$ cat src/rtl/lsq_pkg.sv
package lsq_pkg;
  // Distance of a slot from the head, in program order (0 = oldest).
  function automatic int unsigned slot_age(int unsigned slot, int unsigned head,
                                           int unsigned depth);
    return (slot + depth - head) % depth;
  endfunction

  // True when slot a precedes slot b in program order.
  function automatic logic is_older(int unsigned a, int unsigned b,
                                    int unsigned head, int unsigned depth);
    return slot_age(a, head, depth) < slot_age(b, head, depth);
  endfunction
endpackage

$ cat src/rtl/lsq_dep_matrix.sv
module lsq_dep_matrix
  import lsq_pkg::*;
#(
  parameter int DEPTH  = 8,
  parameter int ADDR_W = 16,
  localparam int IDX_W = $clog2(DEPTH)
)(
  input  logic [IDX_W-1:0]             head,
  input  logic [DEPTH-1:0]             ent_v,
  input  logic [DEPTH-1:0]             ent_st,
  input  logic [DEPTH-1:0]             ent_av,
  input  logic [DEPTH-1:0]             ent_iss,
  input  logic [DEPTH-1:0][ADDR_W-1:0] ent_addr,
  output logic [DEPTH-1:0]             load_ok
);
  // Row i: the candidate load; column j: a possible older store hazard.
  for (genvar i = 0; i < DEPTH; i++) begin : g_row
    logic [DEPTH-1:0] hazard;
    for (genvar j = 0; j < DEPTH; j++) begin : g_col
      logic older;
      assign older = is_older(j, i, int'(head), DEPTH);
      assign hazard[j] = ent_v[j] & ent_st[j] & older &
                         (~ent_av[j] | (ent_addr[j] == ent_addr[i]));
    end
    assign load_ok[i] = ent_v[i] & ~ent_st[i] & ent_av[i] & ~ent_iss[i] & ~|hazard;
  end
endmodule

$ cat src/rtl/lsq_oldest_pick.sv
module lsq_oldest_pick #(
  parameter int DEPTH = 8,
  localparam int IDX_W = $clog2(DEPTH)
)(
  input  logic [IDX_W-1:0] head,
  input  logic [DEPTH-1:0] req,
  output logic             gnt_valid,
  output logic [IDX_W-1:0] gnt_idx
);
  logic [IDX_W-1:0] slot;

  // Scan from youngest to oldest so the last hit, the oldest, wins.
  always_comb begin
    gnt_valid = 1'b0;
    gnt_idx   = head;
    slot      = head;
    for (int k = DEPTH - 1; k >= 0; k--) begin
      slot = head + IDX_W'(k);
      if (req[slot]) begin
        gnt_valid = 1'b1;
        gnt_idx   = slot;
      end
    end
  end
endmodule

$ cat src/rtl/lsq_unified.sv
module lsq_unified
  import lsq_pkg::*;
#(
  parameter int DEPTH  = 8,
  parameter int ADDR_W = 16,
  parameter int TAG_W  = 6,
  localparam int IDX_W = $clog2(DEPTH),
  localparam int CNT_W = IDX_W + 1
)(
  input  logic              clk,
  input  logic              rst_n,
  input  logic              disp_valid,
  input  logic              disp_is_store,
  input  logic [TAG_W-1:0]  disp_tag,
  output logic              disp_ready,
  output logic [IDX_W-1:0]  disp_idx,
  input  logic              agen_valid,
  input  logic [IDX_W-1:0]  agen_idx,
  input  logic [ADDR_W-1:0] agen_addr,
  input  logic              retire,
  output logic              ld_issue_valid,
  output logic [IDX_W-1:0]  ld_issue_idx,
  output logic [ADDR_W-1:0] ld_issue_addr,
  output logic [TAG_W-1:0]  ld_issue_tag,
  output logic              st_commit_valid,
  output logic [ADDR_W-1:0] st_commit_addr,
  output logic [TAG_W-1:0]  st_commit_tag,
  output logic              full,
  output logic              empty
);
  initial begin
    if ((1 << IDX_W) != DEPTH) $error("DEPTH must be a power of two");
  end

  logic [IDX_W-1:0]             head_q, tail_q;
  logic [CNT_W-1:0]             cnt_q;
  logic [DEPTH-1:0]             v_q, st_q, av_q, iss_q;
  logic [DEPTH-1:0][ADDR_W-1:0] addr_q;
  logic [DEPTH-1:0][TAG_W-1:0]  tag_q;
  logic                         cm_v;
  logic [ADDR_W-1:0]            cm_a;
  logic [TAG_W-1:0]             cm_t;

  // Named internal events
  logic             disp_ok, head_done, ret_ok, pick_v;
  logic [IDX_W-1:0] pick_idx;
  logic [DEPTH-1:0] load_ok;

  assign full      = (cnt_q == CNT_W'(DEPTH));
  assign empty     = (cnt_q == '0);
  assign disp_ok   = disp_valid & ~full;
  assign head_done = v_q[head_q] & (st_q[head_q] ? av_q[head_q] : iss_q[head_q]);
  assign ret_ok    = retire & head_done;

  lsq_dep_matrix #(.DEPTH(DEPTH), .ADDR_W(ADDR_W)) u_matrix (
    .head(head_q), .ent_v(v_q), .ent_st(st_q), .ent_av(av_q),
    .ent_iss(iss_q), .ent_addr(addr_q), .load_ok(load_ok)
  );

  lsq_oldest_pick #(.DEPTH(DEPTH)) u_pick (
    .head(head_q), .req(load_ok), .gnt_valid(pick_v), .gnt_idx(pick_idx)
  );

  always_ff @(posedge clk or negedge rst_n) begin
    if (!rst_n) begin
      head_q <= '0; tail_q <= '0; cnt_q <= '0;
      v_q <= '0; st_q <= '0; av_q <= '0; iss_q <= '0;
      addr_q <= '0; tag_q <= '0;
      cm_v <= 1'b0; cm_a <= '0; cm_t <= '0;
    end else begin
      cm_v <= ret_ok & st_q[head_q];
      if (ret_ok) begin
        cm_a         <= addr_q[head_q];
        cm_t         <= tag_q[head_q];
        v_q[head_q]  <= 1'b0;
        head_q       <= head_q + 1'b1;
      end
      if (pick_v) iss_q[pick_idx] <= 1'b1;
      if (agen_valid && v_q[agen_idx]) begin
        av_q[agen_idx]   <= 1'b1;
        addr_q[agen_idx] <= agen_addr;
      end
      if (disp_ok) begin
        v_q[tail_q]   <= 1'b1;
        st_q[tail_q]  <= disp_is_store;
        av_q[tail_q]  <= 1'b0;
        iss_q[tail_q] <= 1'b0;
        tag_q[tail_q] <= disp_tag;
        tail_q        <= tail_q + 1'b1;
      end
      cnt_q <= cnt_q + CNT_W'(disp_ok) - CNT_W'(ret_ok);
    end
  end

  assign disp_ready      = ~full;
  assign disp_idx        = tail_q;
  assign ld_issue_valid  = pick_v;
  assign ld_issue_idx    = pick_idx;
  assign ld_issue_addr   = addr_q[pick_idx];
  assign ld_issue_tag    = tag_q[pick_idx];
  assign st_commit_valid = cm_v;
  assign st_commit_addr  = cm_a;
  assign st_commit_tag   = cm_t;

  // Independent scan for older stores with unknown address (assertion aid).
  logic older_unknown;
  always_comb begin
    older_unknown = 1'b0;
    for (int j = 0; j < DEPTH; j++)
      if (v_q[j] && st_q[j] && !av_q[j] &&
          is_older(j, int'(pick_idx), int'(head_q), DEPTH))
        older_unknown = 1'b1;
  end

  assert_count_bound_R2: assert property (@(posedge clk) disable iff (!rst_n)
    cnt_q <= CNT_W'(DEPTH));
  assert_full_refuse_R3: assert property (@(posedge clk) disable iff (!rst_n)
    (disp_valid && full) |=> $stable(tail_q));
  assert_issue_target_R4: assert property (@(posedge clk) disable iff (!rst_n)
    ld_issue_valid |-> (v_q[ld_issue_idx] && !st_q[ld_issue_idx] &&
                        av_q[ld_issue_idx] && !iss_q[ld_issue_idx]));
  assert_no_unknown_older_R5: assert property (@(posedge clk) disable iff (!rst_n)
    ld_issue_valid |-> !older_unknown);
  assert_issue_once_R7: assert property (@(posedge clk) disable iff (!rst_n)
    ld_issue_valid |=> !(ld_issue_valid && ld_issue_idx == $past(ld_issue_idx)));
  assert_retire_ignored_R8: assert property (@(posedge clk) disable iff (!rst_n)
    (retire && !head_done) |=> $stable(head_q));
  assert_commit_after_retire_R9: assert property (@(posedge clk) disable iff (!rst_n)
    st_commit_valid |-> $past(retire));
  assert_flags_exclusive_R10: assert property (@(posedge clk) disable iff (!rst_n)
    !(full && empty));
endmodule

$ cat config.mk
export PLATFORM = sky130hd
export DESIGN_NAME = lsq_unified
export DESIGN_NICKNAME = d
export VERILOG_FILES = /design/src/rtl/lsq_pkg.sv /design/src/rtl/lsq_dep_matrix.sv /design/src/rtl/lsq_oldest_pick.sv /design/src/rtl/lsq_unified.sv
export SDC_FILE = /design/constraint.sdc
export NUM_CORES = 1
export LEC_CHECK = 0
export ABC_AREA = 1
export CORE_MARGIN = 3
export CORE_UTILIZATION = 30
export CTS_BUF_LIST = sky130_fd_sc_hd__clkbuf_4
export DETAILED_ROUTE_END_ITERATION = 10
export PLACE_DENSITY = 0.56
export SKIP_LAST_GASP = 1
export SYNTH_ARGS = -nofsm -noshare
export SYNTH_HDL_FRONTEND = slang
export SYNTH_HIERARCHICAL = 1
export SYNTH_SLANG_ARGS = --single-unit
$ cat constraint.sdc
create_clock -name clk -period 5.25 [get_ports clk]
set_input_delay 1.05 -clock clk [delete_from_list [all_inputs] [get_ports clk]]
set_output_delay 1.05 -clock clk [all_outputs]
set_load 0.05 [all_outputs]
Word level (Yosys, flattened, before mapping)
Cells that the tools add are included.
W data, S select, Z words.
- bits in registers: 241
- bits of input ports: 31
- output and inout bits: 55
- logic and storage cells: 527
- $lt $le $gt $ge: 79
- muxes and demuxes: 72
- add/subtract/negate cells: 18
- equal/unequal tests: 57
- bitwise operators: 253
- reductions and logical operators: 22
- operator list (cell ; count):
    $eq A16 B16 Y1 ; 56
    $lt A3 B3 Y1 ; 64
    $and A1 B1 Y1 ; 164
    $bwmux W128 ; 1
    $bmux W16 S3 ; 2
    $reduce_or A8 Y1 ; 8
    $or A1 B1 Y1 ; 56
    $bwmux W48 ; 1
    $demux W16 S3 ; 1
    $mux W16 ; 3
    $mux W8 ; 6
    $lt A3 B4 Y1 const B ; 11
    $bmux W1 S3 ; 13
    $bmux W6 S3 ; 2
    $mux W1 ; 26
    $not A1 Y1 ; 25
    $and A8 B8 Y8 ; 3
    $mux W3 ; 8
    $or A8 B8 Y8 ; 3
    $demux W6 S3 ; 1
    $mux W6 ; 3
    $not A8 Y8 ; 2
    $add A3 B3 Y3 const B ; 4
    $demux W1 S3 ; 4
    13 further kinds ; 34

Longest topological paths before layout
- depth after elaboration: 25
- depth in mapped cells: 35
- depth with buffers taken out: 34

By module
Netlist, hierarchy kept.
- modules (own cells, without submodules) (module ; sequential area each (µm²) ; cells each ; area each (µm²) ; times used):
    lsq_unified ; 6030.8 ; 1668 ; 12789.8 ; 1
    lsq_dep_matrix ; 0.0 ; 2333 ; 9857.0 ; 1
    lsq_oldest_pick ; 0.0 ; 126 ; 686.9 ; 1

Worst setup path before layout
OpenSTA, ideal clock, no wires.
- path type: flip-flop to output port
- start point: register head_q[1]
- end point: output ld_issue_addr[10]
- cell stages (with the launch flop): 34
- data required time: 4200 ps
- path buffers: 3
- path slack: -1088 ps
- arrival: 5288 ps
- cell sequence: dfrtp_1 inv_1 ha_1 inv_2 ha_1 inv_1 ha_1 inv_1 a21oi_1 nor3b_1 nand2_1 nand2_1 inv_1 nand2_1 nor2_1 nand2_1 nand3_1 nand3_2 nand2_2 inv_2 o21ai_2 nand2_1 nand2_1 nand2_1 nand2_1 nand2_1 nand2_1 nand2_1 clkbuf_1 inv_1 clkbuf_1 clkbuf_1 nor2_1 o2111ai_1
- longest elaborated chain between the ends: 19
- elaborated cells between the ends (all ways): 249
- those cells by class: add/sub: 15; order compare: 64; mux: 26; bitwise: 128; reduce/logical: 16
- RTL lines (element ; RTL line ; source):
    start: declaration ; lsq_unified.sv:35 ; logic [IDX_W-1:0] head_q, tail_q;
    start signal: assignment ; lsq_unified.sv:76 ; head_q <= head_q + 1'b1;
    $sub A1 B3 Y3, or another cell as far along ; lsq_pkg.sv:5 ; return (slot + depth - head) % depth;
    $lt A3 B3 Y1 ; lsq_pkg.sv:11 ; return slot_age(a, head, depth) < slot_age(b, head, depth);
    $and A1 B1 Y1 (2 in series) ; lsq_dep_matrix.sv:22 ; assign hazard[j] = ent_v[j] & ent_st[j] & older &
    $reduce_or A8 Y1 * ; lsq_dep_matrix.sv:25 ; assign load_ok[i] = ent_v[i] & ~ent_st[i] & ent_av[i] & ~ent_iss[i] & ~|hazard;
    $logic_not A1 Y1 * ; lsq_dep_matrix.sv:25 ;
    $and A1 B1 Y1 * ; lsq_dep_matrix.sv:25 ;
    net load_ok[4] ; lsq_unified.sv:47 ; logic [DEPTH-1:0] load_ok;
    $bmux W1 S3 ; lsq_oldest_pick.sv:19 ; if (req[slot]) begin
    $mux W1 (implied by the code) ; lsq_oldest_pick.sv:19 ;
    $mux W3 (7 in series) ; lsq_oldest_pick.sv:19 ;
    $mux W3 * ; lsq_oldest_pick.sv:19 ;
    net ld_issue_idx[0] ; lsq_unified.sv:22 ; output logic [IDX_W-1:0] ld_issue_idx,
    $bmux W16 S3 * ; lsq_unified.sv:99 ; assign ld_issue_addr = addr_q[pick_idx];
    $mux W16 (implied by the code) * ; lsq_unified.sv:99 ;
    end: declaration ; lsq_unified.sv:23 ; output logic [ADDR_W-1:0] ld_issue_addr,
Mark *: on every way through the listed nets, which the timed path passes. The rest lies on a longest branch. The select of a mux whose other input is x is not followed.

Worst setup path in the final report
- start point: register head_q[0]
- end point: output ld_issue_tag[3]
- longest elaborated chain between the ends: 19
- elaborated cells between the ends (all ways): 249
- those cells by class: add/sub: 15; order compare: 64; mux: 26; bitwise: 128; reduce/logical: 16
- RTL lines (element ; RTL line ; source):
    $sub A1 B3 Y3, or another cell as far along ; lsq_pkg.sv:5 ;
    $lt A3 B3 Y1 ; lsq_pkg.sv:11 ;
    $and A1 B1 Y1 (2 in series) ; lsq_dep_matrix.sv:22 ;
    $reduce_or A8 Y1 * ; lsq_dep_matrix.sv:25 ;
    $logic_not A1 Y1 * ; lsq_dep_matrix.sv:25 ;
    $and A1 B1 Y1 * ; lsq_dep_matrix.sv:25 ;
    net load_ok[7] ; lsq_unified.sv:47 ;
    $bmux W1 S3 ; lsq_oldest_pick.sv:19 ;
    $mux W1 (implied by the code) ; lsq_oldest_pick.sv:19 ;
    $mux W3 (7 in series) ; lsq_oldest_pick.sv:19 ;
    $mux W3 * ; lsq_oldest_pick.sv:19 ;
    $bmux W6 S3 * ; lsq_unified.sv:100 ; assign ld_issue_tag = tag_q[pick_idx];
    $mux W6 (implied by the code) * ; lsq_unified.sv:100 ;
    end: declaration ; lsq_unified.sv:24 ; output logic [TAG_W-1:0] ld_issue_tag,
Marked as above.

==> results.md <==
- Status: finished with violations
- Failing checks: setup timing
- Minimum clock period: 6.25 ns
- Critical path launch point type: flop
- Vias per inst: 5.03
- Fin Clk Skew: 0.0661 ns
- Reg clk slew, reported paths: 0.06 ns
- CTS tree: done
- Max_slew headroom: 29.2%
- Rows: 101
- Slew Viols, Final: 0
- Worst slew pin tran: 1.06 ns
- Mapped Avg Cell Area: 5.65 um^2
- ANT nets after route: 0
- Total number of vias: 26,968
- Final net count: 4,351
- Post-synth EDFFs: 0
- Endpoint class of the critical path: primary output
- Ranking of synthesized cells by area: nand2_1 (32%), dfrtp_1 (26%), nor2_1 (7.6%)
- Critical path fanouts, max: 5
- Worst skew pair latency: 0.84 ns
- Hold_ws: 0.338 ns
- DIE HEIGHT: 285 um
- Final Cycle Share: 119%
- Largest net degree at the start of global routing: 115
- Crit path arrival time: 5.20 ns
- Main synth FF type: dfrtp_1
- Achievable Freq: 160 MHz
- Fraction of the yosys area taken by sequential cells: 25.8%
- H-tree levels: 3
- Setup_tns: -21.67 ns
- Synth Instances: 4,127
- Port Buffers: 85
- Global-route wire length before repair: 154 mm
- Total track usage: 24.7%
- Share of layout cells above drive strength 1: 16.9%
- Max_cap viols: 0
- Worst setup margin: -0.999 ns
- Distinct cells, synth: 45
- Fin. Hold Viols: 0
- RSZ-0062 raised after global routing: true
- Share of Yosys cell area claimed by the top area cell type: 31.9%
- I/O pin total: 86
- Wire length per cell: 19.4 um
- Gpl congestion: 1.02
- Synthesized flop and latch total: 241
- Post-synthesis cell area: 0.0233 mm^2
- Hpwl dp: 74.8 mm
- Fillers: 8,468
- Sink Count: 241
- Most common cell after layout, fill and taps aside: nand2_1
- Drt total wl: 104 mm
- Detailed Routing Iterations Pass 1: 6
- Register area: 0.00604 mm^2
- Final setup vio count: 26
- Maximum root-to-sink buffer count: 3
- Most frequent cells in the layout: nand2_1 (1,966), nor2_1 (457), o21ai_0 (327), dfrtp_1 (236), inv_1 (215)
- Asr flop ratio synth: 100%
- Starting DRT DRC Count: 3,319
- Vias in the first global route: 24,405
- Initial Utilization: 30.5%
- Core Area: 0.0765 mm^2
- Total gr overflow: 0
- Root Buffer: clkbuf_4
- Worst hold path class: in2async
- Die area: 0.0812 mm^2
- Dominant cell type by area after synthesis: nand2_1
- WP data required: 4.20 ns
- DRC violations left: 0
- Mapped Nets: 4,196
- CTS buffer count: 73
- Initial antenna violation count: 5
- Worst Setup Path Type: reg2out
- Area Overhead vs Synth: 21.0%
- Synth Warn #: 6
- Area of the multi-input gates: 0.0152 mm^2
- Chip width: 285 um
## stage by stage
stage	worst slack (ns)	std cells	instance area, um^2	util (%)
2_1_floorplan	-0.00440	4127	23800	-
3_3_place_gp	-0.206	5202	26300	34.4
3_5_place_dp	-0.225	5202	26300	34.4
4_1_cts	-0.869	5346	27900	36.5
5_1_grt	-1.19	5358	28200	36.9
6_report	-0.999	5358	28200	36.9
## what timing repair did
item / 4_1_cts / 5_1_grt
buffers inserted: 22 / 11
hold buffers: 0 / 0
resized for setup: 117 / 57
setup endpoints to repair: 26 / 26
cloned: 6 / 1
pin swaps: 86 / 45
## layout make-up
class / instances / share of cell area [%]
antenna: 3 / 0.0266
tap: 1030 / 4.56
timing repair buffer: 338 / 12.1
clock buffer: 98 / 2.61
clock inverter: 20 / 0.488
multi-input combinational: 3266 / 53.9
inverter: 362 / 4.91
sequential: 241 / 21.4
## kinds of logic after synthesis
logic type	synth area share, %
AOI/OAI and AO/OA	13.7
xor gates and xnor gates	2.17
adders and majority gates	2.07
DFF	25.8
and+or+nand+nor	43.4
buffers and inverters	12.8
## worst max-delay path, stage by stage, from the launching register on
cell       delay [ns]
dfrtp_4          0.52
inv_4            0.08
ha_4             0.14
inv_6            0.04
buf_4            0.12
buf_4            0.14
o21ai_0          0.51
nand2_1          0.13
nor2_1           0.16
a21oi_2          0.10
nand2_1          0.08
nor2_1           0.04
buf_4            0.14
nand2_1          0.08
nand3_1          0.12
nand3_1          0.17
nand2_1          0.11
buf_4            0.15
a31oi_1          0.19
nand2_2          0.10
nand2_4          0.15
inv_1            0.10
nor2_4           0.15
buf_6            0.17
buf_12           0.15
o211ai_1         0.16
o2111ai_4        0.16
buf_6            0.19
## metal layers
metal / GRT usage [%] / vias to the layer above / part of all wire (%)
li1: - / 13032 / -
met1: 34.7 / 12461 / 44
met2: 37.5 / 1242 / 43
met3: 4.17 / 231 / 8.7
met4: 10.2 / 2 / 4.6
met5: 0 / - / 0.013
## registers in the layout (all words and copies together) (netlist names)
signal and flops:
av_q 8, head_q 3, st_commit_addr 16, st_commit_tag 6, st_commit_valid 1, tag_q 48
cnt_q 4, v_q 8, disp_idx 3, iss_q 8, addr_q 128, st_q 8
## cell usage after synthesis, types with 2 or more instances
cell and instances:
ha_1 37, buf_2 37, nand2_4 4, o21a_1 6, nand2_2 24, xnor2_1 6, nor2_4 3, o21ai_2 26
nor3b_1 4, nor2_2 13, xor2_1 48, inv_2 130, o2111ai_1 21, a21oi_2 2, a211oi_1 3, buf_4 134
dfrtp_1 241, o21ai_1 21, clkinv_1 5, nor3_1 13, clkbuf_1 65, nand3_2 13, o22ai_1 7, clkbuf_2 2
buf_6 12, inv_1 225, nand3_1 66, a31oi_1 2, a21oi_1 89, o211ai_1 45, o21ai_0 349, buf_1 7
nand2_1 1986, nor2_1 470
## worst paths after layout
kind	endpoint	depth (start not counted)	slack [ns]	startpoint
min	tag_q[6]$_DFFE_PN0P_	1	0.34	rst_n
max reg2reg	iss_q[6]$_DFF_PN0_	33	0.99	head_q[0]$_DFFE_PN0N_
min in group clk	tag_q[30]$_DFFE_PN0P_	2	0.48	tag_q[30]$_DFFE_PN0P_
min reg2reg	tag_q[30]$_DFFE_PN0P_	2	0.48	tag_q[30]$_DFFE_PN0P_
max	ld_issue_tag[3]	27	-1.0	head_q[0]$_DFFE_PN0N_
max in group asynchronous	addr_q[41]$_DFFE_PN0P_	2	3.90	rst_n
Power is left out: the tool's default activity adds up to more than one toggle a clock period on the data nets, which glitch-free logic cannot reach.
